## src/rtl/rxos_pkg.sv

```systemverilog
package rxos_pkg;

   typedef enum logic [1:0] {
      ST_HUNT  = 2'd0,
      ST_START = 2'd1,
      ST_DATA  = 2'd2,
      ST_STOP  = 2'd3
   } rx_state_e;

   function automatic logic vote3(input logic a, input logic b, input logic c);
      return (a & b) | (a & c) | (b & c);
   endfunction

endpackage

```

## src/rtl/rxos_sync.sv

```systemverilog
module rxos_sync #(
   parameter int   STAGES = 2,
   parameter logic IDLE   = 1'b1
) (
   input  logic clk,
   input  logic rst_n,
   input  logic din,
   output logic dout
);

   logic [STAGES:0] chain;

   assign chain[0] = din;

   for (genvar i = 0; i < STAGES; i++) begin : g_stage
      always_ff @(posedge clk or negedge rst_n) begin
         if (!rst_n) chain[i+1] <= IDLE;
         else        chain[i+1] <= chain[i];
      end
   end

   assign dout = chain[STAGES];

endmodule

```

## src/rtl/rxos_sampler.sv

```systemverilog
module rxos_sampler
   import rxos_pkg::*;
#(
   parameter int OS_RATE = 16,
   localparam int PH_W   = $clog2(OS_RATE),
   localparam int MID    = OS_RATE / 2
) (
   input  logic            clk,
   input  logic            rst_n,
   input  logic            os_tick,
   input  logic            din,
   input  logic            hunting,
   input  logic            decide,
   input  logic [PH_W-1:0] cnt_now,
   output logic            start_hit,
   output logic            vote,
   output logic            edge_now,
   output logic [PH_W-1:0] since_now
);

   localparam logic [PH_W-1:0] SMP_A     = PH_W'(MID);
   localparam logic [PH_W-1:0] SMP_B     = PH_W'(MID + 1);
   localparam logic [PH_W-1:0] SINCE_MAX = '1;

   logic [2:0]      hist_q;
   logic            s_a_q;
   logic            s_b_q;
   logic [PH_W-1:0] since_q;
   logic            eflag_q;
   logic            falling;

   always_comb begin
      falling   = os_tick && hist_q[0] && !din;
      start_hit = os_tick && hunting && !din && (hist_q == 3'b111);
      vote      = vote3(s_a_q, s_b_q, din);
      edge_now  = eflag_q || falling;
      if (falling)                  since_now = PH_W'(1);
      else if (since_q == SINCE_MAX) since_now = SINCE_MAX;
      else                           since_now = since_q + 1'b1;
   end

   always_ff @(posedge clk or negedge rst_n) begin
      if (!rst_n) begin
         hist_q  <= 3'b000;
         s_a_q   <= 1'b1;
         s_b_q   <= 1'b1;
         since_q <= SINCE_MAX;
         eflag_q <= 1'b0;
      end else if (os_tick) begin
         hist_q  <= {hist_q[1:0], din};
         since_q <= since_now;
         eflag_q <= decide ? 1'b0 : (eflag_q || falling);
         if (cnt_now == SMP_A) s_a_q <= din;
         if (cnt_now == SMP_B) s_b_q <= din;
      end
   end

endmodule

```

## src/rtl/rxos_seq.sv

```systemverilog
module rxos_seq
   import rxos_pkg::*;
#(
   parameter int DATA_BITS = 8,
   parameter int OS_RATE   = 16,
   localparam int PH_W     = $clog2(OS_RATE),
   localparam int BC_W     = $clog2(DATA_BITS),
   localparam int MID      = OS_RATE / 2
) (
   input  logic                 clk,
   input  logic                 rst_n,
   input  logic                 os_tick,
   input  logic                 start_hit,
   input  logic                 vote,
   input  logic                 edge_now,
   input  logic [PH_W-1:0]      since_now,
   output logic [PH_W-1:0]      cnt_now,
   output logic [PH_W-1:0]      phase,
   output logic                 hunting,
   output logic                 decide,
   output logic                 load,
   output logic [DATA_BITS-1:0] word,
   output rx_state_e            state
);

   localparam logic [PH_W-1:0] SMP_C    = PH_W'(MID + 2);
   localparam logic [BC_W-1:0] LAST_BIT = BC_W'(DATA_BITS - 1);

   rx_state_e            state_q;
   logic [PH_W-1:0]      phase_q;
   logic [BC_W-1:0]      bcnt_q;
   logic [DATA_BITS-1:0] shreg_q;
   logic                 last_q;
   logic                 armed_q;
   logic                 load_q;

   always_comb begin
      cnt_now = phase_q + 1'b1;
      hunting = (state_q == ST_HUNT);
      decide  = os_tick && !hunting && armed_q && (cnt_now == SMP_C);
   end

   always_ff @(posedge clk or negedge rst_n) begin
      if (!rst_n) begin
         state_q <= ST_HUNT;
         phase_q <= '0;
         bcnt_q  <= '0;
         shreg_q <= '0;
         last_q  <= 1'b0;
         armed_q <= 1'b0;
         load_q  <= 1'b0;
      end else begin
         load_q <= 1'b0;
         if (hunting) begin
            if (start_hit) begin
               state_q <= ST_START;
               phase_q <= PH_W'(1);
               armed_q <= 1'b1;
            end
         end else if (os_tick) begin
            phase_q <= cnt_now;
            if (cnt_now == '0) armed_q <= 1'b1;
            if (decide) begin
               armed_q <= 1'b0;
               case (state_q)
                  ST_START: begin
                     if (vote) begin
                        state_q <= ST_HUNT;
                     end else begin
                        state_q <= ST_DATA;
                        bcnt_q  <= '0;
                        last_q  <= 1'b0;
                     end
                  end
                  ST_DATA: begin
                     shreg_q <= {vote, shreg_q[DATA_BITS-1:1]};
                     last_q  <= vote;
                     if (last_q && !vote && edge_now) phase_q <= since_now;
                     if (bcnt_q == LAST_BIT) state_q <= ST_STOP;
                     else                    bcnt_q  <= bcnt_q + 1'b1;
                  end
                  ST_STOP: begin
                     load_q  <= 1'b1;
                     state_q <= ST_HUNT;
                  end
                  default: state_q <= ST_HUNT;
               endcase
            end
         end
      end
   end

   assign phase = phase_q;
   assign load  = load_q;
   assign word  = shreg_q;
   assign state = state_q;

endmodule

```

## src/rtl/rxos_buf.sv

```systemverilog
module rxos_buf #(
   parameter int DATA_BITS = 8
) (
   input  logic                 clk,
   input  logic                 rst_n,
   input  logic                 load,
   input  logic [DATA_BITS-1:0] din,
   input  logic                 rd,
   output logic [DATA_BITS-1:0] dout,
   output logic                 full
);

   always_ff @(posedge clk or negedge rst_n) begin
      if (!rst_n) begin
         dout <= '0;
         full <= 1'b0;
      end else begin
         if (load) begin
            dout <= din;
            full <= 1'b1;
         end else if (rd) begin
            full <= 1'b0;
         end
      end
   end

endmodule

```

## src/rtl/serial_rx_resync.sv

```systemverilog
module serial_rx_resync
   import rxos_pkg::*;
#(
   parameter int DATA_BITS   = 8,
   parameter int OS_RATE     = 16,
   parameter int SYNC_STAGES = 2,
   localparam int PH_W       = $clog2(OS_RATE)
) (
   input  logic                 clk,
   input  logic                 rst_n,
   input  logic                 os_tick,
   input  logic                 rx_in,
   input  logic                 irq_en,
   input  logic                 rd_strobe,
   output logic [DATA_BITS-1:0] rx_data,
   output logic                 rx_full,
   output logic                 rx_irq
);

   initial begin
      assert (OS_RATE >= 8 && (OS_RATE & (OS_RATE - 1)) == 0)
         else $error("OS_RATE must be a power of two of at least 8");
      assert (DATA_BITS >= 2)
         else $error("DATA_BITS must be at least 2");
      assert (SYNC_STAGES >= 0)
         else $error("SYNC_STAGES must not be negative");
   end

   logic                 sync_rx;
   logic                 smp_start;
   logic                 smp_vote;
   logic                 smp_edge;
   logic [PH_W-1:0]      smp_since;
   logic [PH_W-1:0]      seq_cnt;
   logic [PH_W-1:0]      seq_phase;
   logic                 seq_hunt;
   logic                 seq_decide;
   logic                 seq_load;
   logic [DATA_BITS-1:0] seq_word;
   rx_state_e            seq_state;

   rxos_sync #(.STAGES(SYNC_STAGES), .IDLE(1'b1)) u_sync (
      .clk  (clk),
      .rst_n(rst_n),
      .din  (rx_in),
      .dout (sync_rx)
   );

   rxos_sampler #(.OS_RATE(OS_RATE)) u_smp (
      .clk      (clk),
      .rst_n    (rst_n),
      .os_tick  (os_tick),
      .din      (sync_rx),
      .hunting  (seq_hunt),
      .decide   (seq_decide),
      .cnt_now  (seq_cnt),
      .start_hit(smp_start),
      .vote     (smp_vote),
      .edge_now (smp_edge),
      .since_now(smp_since)
   );

   rxos_seq #(.DATA_BITS(DATA_BITS), .OS_RATE(OS_RATE)) u_seq (
      .clk      (clk),
      .rst_n    (rst_n),
      .os_tick  (os_tick),
      .start_hit(smp_start),
      .vote     (smp_vote),
      .edge_now (smp_edge),
      .since_now(smp_since),
      .cnt_now  (seq_cnt),
      .phase    (seq_phase),
      .hunting  (seq_hunt),
      .decide   (seq_decide),
      .load     (seq_load),
      .word     (seq_word),
      .state    (seq_state)
   );

   rxos_buf #(.DATA_BITS(DATA_BITS)) u_buf (
      .clk  (clk),
      .rst_n(rst_n),
      .load (seq_load),
      .din  (seq_word),
      .rd   (rd_strobe),
      .dout (rx_data),
      .full (rx_full)
   );

   assign rx_irq = rx_full & irq_en;

endmodule

```

## config.mk

```make
export PLATFORM = sky130hd
export DESIGN_NAME = serial_rx_resync
export DESIGN_NICKNAME = d
export VERILOG_FILES = /design/src/rtl/rxos_pkg.sv /design/src/rtl/rxos_sync.sv /design/src/rtl/rxos_sampler.sv /design/src/rtl/rxos_seq.sv /design/src/rtl/rxos_buf.sv /design/src/rtl/serial_rx_resync.sv
export SDC_FILE = /design/constraint.sdc
export NUM_CORES = 1
export LEC_CHECK = 0
export BUFFER_PORTS_ARGS = -buffer_cell sky130_fd_sc_hd__buf_2
export CAP_MARGIN = 10
export CORE_MARGIN = 2
export CORE_UTILIZATION = 59
export CTS_CLUSTER_SIZE = 40
export DETAILED_ROUTE_END_ITERATION = 10
export PLACE_DENSITY = 0.88
export SLEW_MARGIN = 15
export SYNTH_ARGS = -nofsm -noshare
export SYNTH_HDL_FRONTEND = slang
export SYNTH_SLANG_ARGS = --single-unit
export TNS_END_PERCENT = 50
```

## constraint.sdc

```tcl
create_clock -name clk -period 2.6 [get_ports clk]
set_clock_uncertainty 0.05 [all_clocks]
set_input_delay 0.39 -clock clk [delete_from_list [all_inputs] [get_ports clk]]
set_output_delay 0.39 -clock clk [all_outputs]
set_load 0.02 [all_outputs]
```

-- After elaboration in Yosys (flattened, before gate mapping)
Index checks and enable logic that the tools add are counted.
- output and inout bits: 10
- bits in registers: 41
- input bits: 6
- reductions and logical operators: 29
- $add $sub $neg: 3
- equality and inequality tests: 13
- mux-type cells: 32
- bitwise operators: 7
- operator list (operator ; count):
    $mux 4 ; 8
    $eq 4x4->1 const B ; 4
    $mux 1 ; 13
    $mux 2 ; 6
    $logic_and 1x1->1 ; 10
    $add 4x1->4 const B ; 2
    $reduce_and 4->1 ; 2
    $reduce_bool 2->1 ; 4
    $eq 3x3->1 const B ; 2
    $mux 3 ; 2
    $ne 2x2->1 const B ; 3
    $pmux 3 s2 ; 1
    $reduce_and 2->1 ; 3
    $reduce_and 6->1 ; 1
    $reduce_and 5->1 ; 1
    $and 1x1->1 ; 4
    $eq 2x2->1 const B ; 2
    $logic_not 4->1 ; 1
    $pmux 2 s2 ; 1
    $add 3x1->3 const B ; 1
    $logic_not 1->1 ; 3
    $ne 3x2->1 const B ; 1
    $reduce_and 3->1 ; 1
    $reduce_bool 3->1 ; 1
    other kinds (6) ; 7

-- Longest topological paths before layout
Gate-level depths: netlist of run 1.
- depth after elaboration: 11
- gate-level depth with buffers: 7
- gate-level depth less buffers: 6

-- By module
Synthesis of run 1 repeated with hierarchy kept, for this count alone.
- cell total of the unflattened synthesis: 174
- area total of the unflattened synthesis: 2120.8 µm²
- modules (own cells, without submodules) (module ; cells an instance ; instances ; sequential area each (µm²) ; area an instance (µm²)):
    rxos_seq ; 104 ; 1 ; 500.5 ; 1168.6
    rxos_sampler ; 47 ; 1 ; 257.7 ; 524.3
    rxos_buf ; 20 ; 1 ; 225.2 ; 369.1
    rxos_sync ; 2 ; 1 ; 52.6 ; 52.6
    serial_rx_resync ; 1 ; 1 ; 0.0 ; 6.3

-- Worst setup path before layout of run 1
No wires, ideal clock.
- kind: register to register
- from: register u_seq.state_q[0] (netlist: u_seq.state[0])
- to: register u_seq.bcnt_q[0]
- setup slack: 0.723 ns
- library setup time: 0.125 ns
- arrival time: 1.702 ns
- required time: 2.425 ns
- clock period less this slack: 1.877 ns
- path buffers: 1
- cell stages (with the launch flop): 8
- path through: dfrtp_1 inv_1 ha_1 and2b_1 buf_4 and4_4 nand3_2 mux2_4
- longest elaborated chain between the ends: 6
- RTL lines (element ; RTL line ; RTL):
    from (decl) ; rxos_seq.sv:29 ; rx_state_e state_q;
    from (signal assigned) ; rxos_seq.sv:45 ; state_q <= ST_HUNT;
    from (signal assigned) ; rxos_seq.sv:56 ; state_q <= ST_START;
    from (signal assigned) ; rxos_seq.sv:68 ; state_q <= ST_HUNT;
    $logic_not 2->1 ; rxos_seq.sv:39 ; hunting = (state_q == ST_HUNT);
    $logic_not 1->1 ; rxos_seq.sv:40 ; decide = os_tick && !hunting && armed_q && (cnt_now == SMP_C);
    $logic_and 1x1->1 (3 in a row) ; rxos_seq.sv:40 ;
    $reduce_and 6->1 (no line) ; n/a ;
    to (signal assigned) ; rxos_seq.sv:80 ; else bcnt_q <= bcnt_q + 1'b1;
    to (decl) ; rxos_seq.sv:31 ; logic [BC_W-1:0] bcnt_q;
Parallel ways exist; a longest one is shown, timed or not.
A chain may end at the register's enable or synchronous reset.

-- Worst setup path after layout of run 1
- from: register u_seq.state_q[0] (netlist: u_seq.state[0])
- to: register u_seq.shreg_q[7] (netlist: u_seq.word[7])
- longest elaborated chain between the ends: 6
- RTL lines (element ; RTL line ; RTL):
    $logic_not 2->1 ; rxos_seq.sv:39 ;
    $logic_not 1->1 ; rxos_seq.sv:40 ;
    $logic_and 1x1->1 (3 in a row) ; rxos_seq.sv:40 ;
    $reduce_and 4->1 (no line) (*) ; n/a ;
    to (signal assigned) ; rxos_seq.sv:76 ; shreg_q <= {vote, shreg_q[DATA_BITS-1:1]};
    to (decl) ; rxos_seq.sv:32 ; logic [DATA_BITS-1:0] shreg_q;
Mark *: on every way between the ends. The rest lies on a longest branch, timed or not.

==> results.txt, run 1 <==
Outcome - finished, final reports clean
Synth Instances - 172
CTS Buf Count - 5
Power per cell area - 936 nW/um^2
Max Fclk - 449 MHz
Top Ports - 16
Synth unique cells - 53
Share of the synthesized area in the top cell type - 0.388
FILL cells - 220
CTS Sinks - 41
RSZ-0062 raised after global routing - no
TritonCTS clock tree - built
Share of cells above drive strength 1 - 0.363
Post-synth EDFFs - 0
Top FF cell, synth - dfrtp_1
First-pass GRT wire length - 7010 um
R2r startpoint - u_seq.state[0]
Clk Tree Root Cell - clkbuf_4
Largest area contributor in the netlist - dfrtp_1
CTS H-tree lvls - 2
Die height - 64.0 um
Clock transition at path regs - 120 ps
Global Route Usage Sum - 0.227
Worst Tran Pin Value - 866 ps
Initial antenna violation count - 0
Worst setup SP type - flip-flop
Asr flop ratio synth - 1.00
Clk buf depth - 2
Multi-input gate area - 1030 um^2
Routed Antenna Nets - 0
Largest net degree at the start of global routing - 42
Initial core utilization - 0.628
Register area share after synthesis - 0.487
Detail Placement HPWL - 2970 um
Post-cts sizing count - 0
Relative slew slack - 0.423
Leakage power - 1.09 nW
Critical Path End Type - flip-flop
Routed length per instance - 16.7 um
Core Box Area - 3390 um^2
CP Data Arrival Time - 2420 ps
Worst EP required - 2800 ps
IO buf count - 15
Kind of critical path - reg -> reg
DRC Markers - 0
Type of the tightest min-delay check - in -> reg
ANT cells - 0
RePlAce Congestion - 0.989
Reg area - 1040 um^2
Grt ovf - 0
VDD IR max - 0.000552 V
Routed via count - 1412
Initial DRC count - 76
Synth area leaders - dfrtp_1, mux2_2, dfstp_2
Max Slew Vio Count - 0
Area Growth Syn to Fin - 9.00%
Drt first pass iters - 4
Final period util - 0.857
Drt total wl - 3950 um
Final setup violating endpoints - 0
Die X - 64.0 um
CP startpoint - u_seq.state[0]
Clk_lat worst skew - 350 ps
Max_cap viols - 0
Nets@finish - 205
Via count of the first global-routing pass - 1497
CTS Hold Bufs - 0
Syn Nets - 188
Post-Syn Area per Cell - 12.4 um^2
Number of synthesis warnings - 0
Hold_sp - rx_in
Synth Cell Area - 2130 um^2
Area of the die - 4100 um^2
Yosys reg bits - 41
# Post-CTS Setup Buffers - 0
Final Hold Viols - 0
Final setup TNS - 0 ps
Row Count - 21
Worst Hold Margin - 72.6 ps
Vias per cell - 5.98
Crit Path Max Fanout - 9
Final Critical Period - 2230 ps
==> worst paths after layout <==
path / slack, ps / cells past startpoint / to
setup reg to reg: 370 / 6 / u_seq.word[7]
hold / removal: 70 / 1 / u_sync.chain[1]
max in group asynchronous: 1870 / 1 / u_buf.full
hold reg to reg: 320 / 0 / u_sync.dout
min in group asynchronous: 80 / 1 / u_buf.dout[4]
setup / recovery: 370 / 6 / u_seq.word[7]
==> cell type report <==
type | instances | share of cell area
sequential | 41 | 0.447
clock buffer | 5 | 0.0162
tap | 46 | 0.0248
inverter | 9 | 0.0146
clock inverter | 3 | 0.0200
multi-input combinational | 117 | 0.445
timing repair buffer | 15 | 0.0324
==> per-stage QoR <==
step | setup WS (ps) | instances | total power [mW] | util | area (um^2)
6_report | 372 | 236 | 2.17 | 0.684 | 2320
4_1_cts | 383 | 236 | 2.17 | 0.684 | 2320
5_1_grt | 229 | 236 | 2.32 | 0.684 | 2320
3_3_place_gp | 603 | 228 | 1.67 | 0.659 | 2230
2_1_floorplan | 723 | 172 | 1.55 | - | 2130
3_5_place_dp | 416 | 228 | 1.75 | 0.659 | 2230
==> power by group <==
group | internal, mW | switching (mW)
Clock | 0.204 | 0.216
Combinational | 0.341 | 0.441
Sequential | 0.803 | 0.165
Total | 1.35 | 0.823
==> metal layers <==
layer | GRT usage | up-vias | routed length (um)
met2 | 0.384 | 50 | 2030
met3 | 0.0563 | 10 | 226
met4 | 0.101 | 0 | 82
li1 | - | 662 | -
met5 | 0 | - | 0
met1 | 0.273 | 690 | 1610
==> state kept, by name, summed over array words and instances, names as in the netlist <==
name and count:
u_buf.full 1, u_smp.s_b_q 1, u_sync.chain 1, u_seq.word 8
u_seq.load 1, u_smp.since_q 4, u_seq.phase 4, u_smp.eflag_q 1
u_seq.armed_q 1, u_seq.last_q 1, u_seq.state 2, u_smp.hist_q 3
u_sync.dout 1, u_smp.s_a_q 1, u_seq.bcnt_q 3, u_buf.dout 8
==> critical path, cell delays in order (launching register included) <==
cell	delay, ps
dfrtp_1	430
inv_1	100
ha_1	280
and2b_1	380
nand3_1	260
nor2_2	250
mux2_2	370
==> synth_stat cells (all sizes together), types with 3 or more instances <==
library cell / n
dfrtp: 33
mux2: 26
ha: 10
nand2: 10
inv: 9
dfstp: 8
nand3: 8
nor2: 6
o21ai: 5
nand2b: 4
nand4: 4
a21oi: 3
and4b: 3
clkbuf: 3
==> cells in the final DEF, fill, tap and decap left out, types with 3 or more instances in the layout <==
master    netlist  layout
a21oi_1         3       3
and4b_1         3       3
buf_2           1      15
clkbuf_4        0       5
dfrtp_1        33      33
dfstp_2         8       8
ha_1           10      10
inv_1           9       9
mux2_2         25      25
nand2_1        10      10
nand2b_1        4       4
nand3_1         5       5
nand4_1         4       4
nor2_1          5       5
o21ai_0         5       5
==> cells by family (layout without fill, tap and decap cells) <==
group / Yosys count / in the layout / synth area share
AND/OR/NAND/NOR: 48 / 48 / 0.144
flip-flops: 41 / 41 / 0.487
multiplexers: 28 / 28 / 0.149
AO/OA/AOI/OAI: 27 / 27 / 0.101
buffers and inverters: 14 / 32 / 0.0276
adder cells (fa/ha/maj): 11 / 11 / 0.0641
XOR/XNOR: 3 / 3 / 0.0282
Power figures use the tool's default switching activity.
==> run 2: changes to the inputs <==
--- a/config.mk
+++ b/config.mk
@@ -5,13 +5,14 @@
 export SDC_FILE = /design/constraint.sdc
 export NUM_CORES = 1
 export LEC_CHECK = 0
+export ABC_AREA = 1
 export BUFFER_PORTS_ARGS = -buffer_cell sky130_fd_sc_hd__buf_2
 export CAP_MARGIN = 10
-export CORE_MARGIN = 2
 export CORE_UTILIZATION = 59
 export CTS_CLUSTER_SIZE = 40
 export DETAILED_ROUTE_END_ITERATION = 10
 export PLACE_DENSITY = 0.88
+export REMOVE_ABC_BUFFERS = 1
 export SLEW_MARGIN = 15
 export SYNTH_ARGS = -nofsm -noshare
 export SYNTH_HDL_FRONTEND = slang
==> results.txt, run 2 <==
Clock transition at path regs - 130 ps
Number of synthesis warnings - 0
Type of the tightest min-delay check - in -> async
Max_cap viols - 0
Share of cells above drive strength 1 - 0.225
Outcome - finished, final reports clean
Total chip power - 1.79 mW
Routed length per instance - 12.4 um
Post-Layout Cell Count - 313
Final Hold Viols - 0
P_int - 1.13 mW
Sw power - 661 uW
Part of the power in registers - 0.478
Worst Tran Pin Value - 861 ps
Top Ports - 16
IO buf count - 15
Most frequent cells in the layout - nand2_1, dfrtp_1, inv_1
Register area share after synthesis - 0.481
Kind of critical path - reg -> reg
Leakage power - 1.22 nW
RSZ-0062 raised after global routing - no
Share of the synthesized area in the top cell type - 0.383
Routed via count - 1645
Placed cells - 305
Asr flop ratio synth - 1.00
Vias per cell - 5.26
Final setup violating endpoints - 0
Worst EP required - 2810 ps
Area Growth Syn to Fin - 7.32%
First-pass GRT wire length - 7000 um
Initial antenna violation count - 0
Critical Path End Type - flip-flop
Row Count - 21
Post-cts sizing count - 0
Clk Tree Root Cell - clkbuf_4
Final setup TNS - 0 ps
Power per cell area - 775 nW/um^2
CTS Buf Count - 5
Clk_lat worst skew - 360 ps
Top FF cell, synth - dfrtp_1
Initial core utilization - 0.631
Nets@finish - 282
CTS Hold Bufs - 0
Largest area contributor in the netlist - dfrtp_1
Synth Cell Area - 2150 um^2
VDD IR max - 0.000469 V
RePlAce Congestion - 0.917
Worst setup SP type - flip-flop
CTS H-tree lvls - 2
Yosys reg bits - 41
Post-Syn Area per Cell - 8.69 um^2
Drt total wl - 3870 um
CTS Sinks - 41
Global Route Usage Sum - 0.234
Grt ovf - 0
Crit Path Max Fanout - 12
Drt first pass iters - 4
# Post-CTS Setup Buffers - 0
Post-synth EDFFs - 0
Clock power share - 0.232
TritonCTS clock tree - built
Detail Placement HPWL - 2940 um
Core Box Area - 3420 um^2
Most numerous cell in the Yosys netlist - nand2_1
Final period util - 0.740
Commonest non-fill, non-tap cell in the layout - nand2_1
Via count of the first global-routing pass - 1644
Max Slew Vio Count - 0
Die X - 62.4 um
Max Fclk - 520 MHz
Routed Antenna Nets - 0
Final Critical Period - 1920 ps
Relative slew slack - 0.426
Synth unique cells - 26
Initial DRC count - 94
Area of the die - 3900 um^2
DRC Markers - 0
Clk buf depth - 2
Combinational Power Share - 0.290
Die height - 62.4 um
Synth area leaders - dfrtp_1, nand2_1, dfstp_2
CP Data Arrival Time - 2130 ps
Largest net degree at the start of global routing - 42
Synth Instances - 248
ANT cells - 0
Switch share - 0.369
Post-synth top cells - nand2_1, dfrtp_1, inv_1
-- run 2: layout make-up --
type                       instances  area, um^2
tap                               46        57.6
multi-input combinational        169         931
inverter                          34         129
timing repair buffer              15        75.1
sequential                        41        1040
fill                             286        1100
clock buffer                       5        37.5
clock inverter                     3        46.3
-- run 2: final timing paths --
path | startpoint | to | slack, ps | cells after the start
max | u_seq.state[0] | u_seq.phase[1] | 680 | 12
min | rst_n | u_buf.dout[1] | 80 | 1
max reg2reg | u_seq.state[0] | u_seq.phase[1] | 680 | 12
min reg2reg | u_sync.chain[1] | u_sync.dout | 320 | 0
max in group asynchronous | rst_n | u_seq.phase[2] | 1880 | 1
min in group clk | rx_in | u_sync.chain[1] | 80 | 1
-- run 2: critical path: stages, from the launching register on --
cell and delay, ps:
dfrtp_1 420, inv_1 90, ha_1 240, inv_2 110
nand2_4 70, nor2_4 100, nand2_4 70, nor2_8 180
nand2_4 160, nor2_2 140, nand2_1 60, nand3_1 70
nand2_1 60
-- run 2: layer usage --
metal / GRT usage / share of wire / wire, um / up-vias
li1: - / - / - / 815
met1: 0.285 / 0.43 / 1680 / 783
met2: 0.389 / 0.49 / 1900 / 39
met3: 0.0639 / 0.055 / 211 / 8
met4: 0.0988 / 0.021 / 82 / 0
met5: 0 / 0 / 0 / -
-- run 2: kinds of logic after synthesis --
group,after synthesis,synth area share
flip-flops,41,0.481
AO/OA/AOI/OAI,34,0.101
AND/OR/NAND/NOR,125,0.273
buffers and inverters,38,0.0871
adder cells (fa/ha/maj),10,0.0581
-- run 2: power by group through the flow --
stage | clock (mW) | combinational (mW) | sequential, mW
2_1_floorplan | 0 | 0.406 | 0.837
3_3_place_gp | 0 | 0.489 | 0.858
3_5_place_dp | 0 | 0.518 | 0.865
4_1_cts | 0.434 | 0.519 | 0.853
5_1_grt | 0.456 | 0.590 | 0.870
6_report | 0.416 | 0.519 | 0.857
-- run 2: per-stage QoR --
stage	util	hold WS, ps	area (um^2)	worst slack (ps)
after floorplan	-	44.4	2100	882
after global placement	0.652	296	2230	794
after detailed placement	0.652	299	2230	686
after CTS	0.677	56.8	2310	669
after global routing	0.677	56.7	2310	471
final	0.677	80.6	2310	676
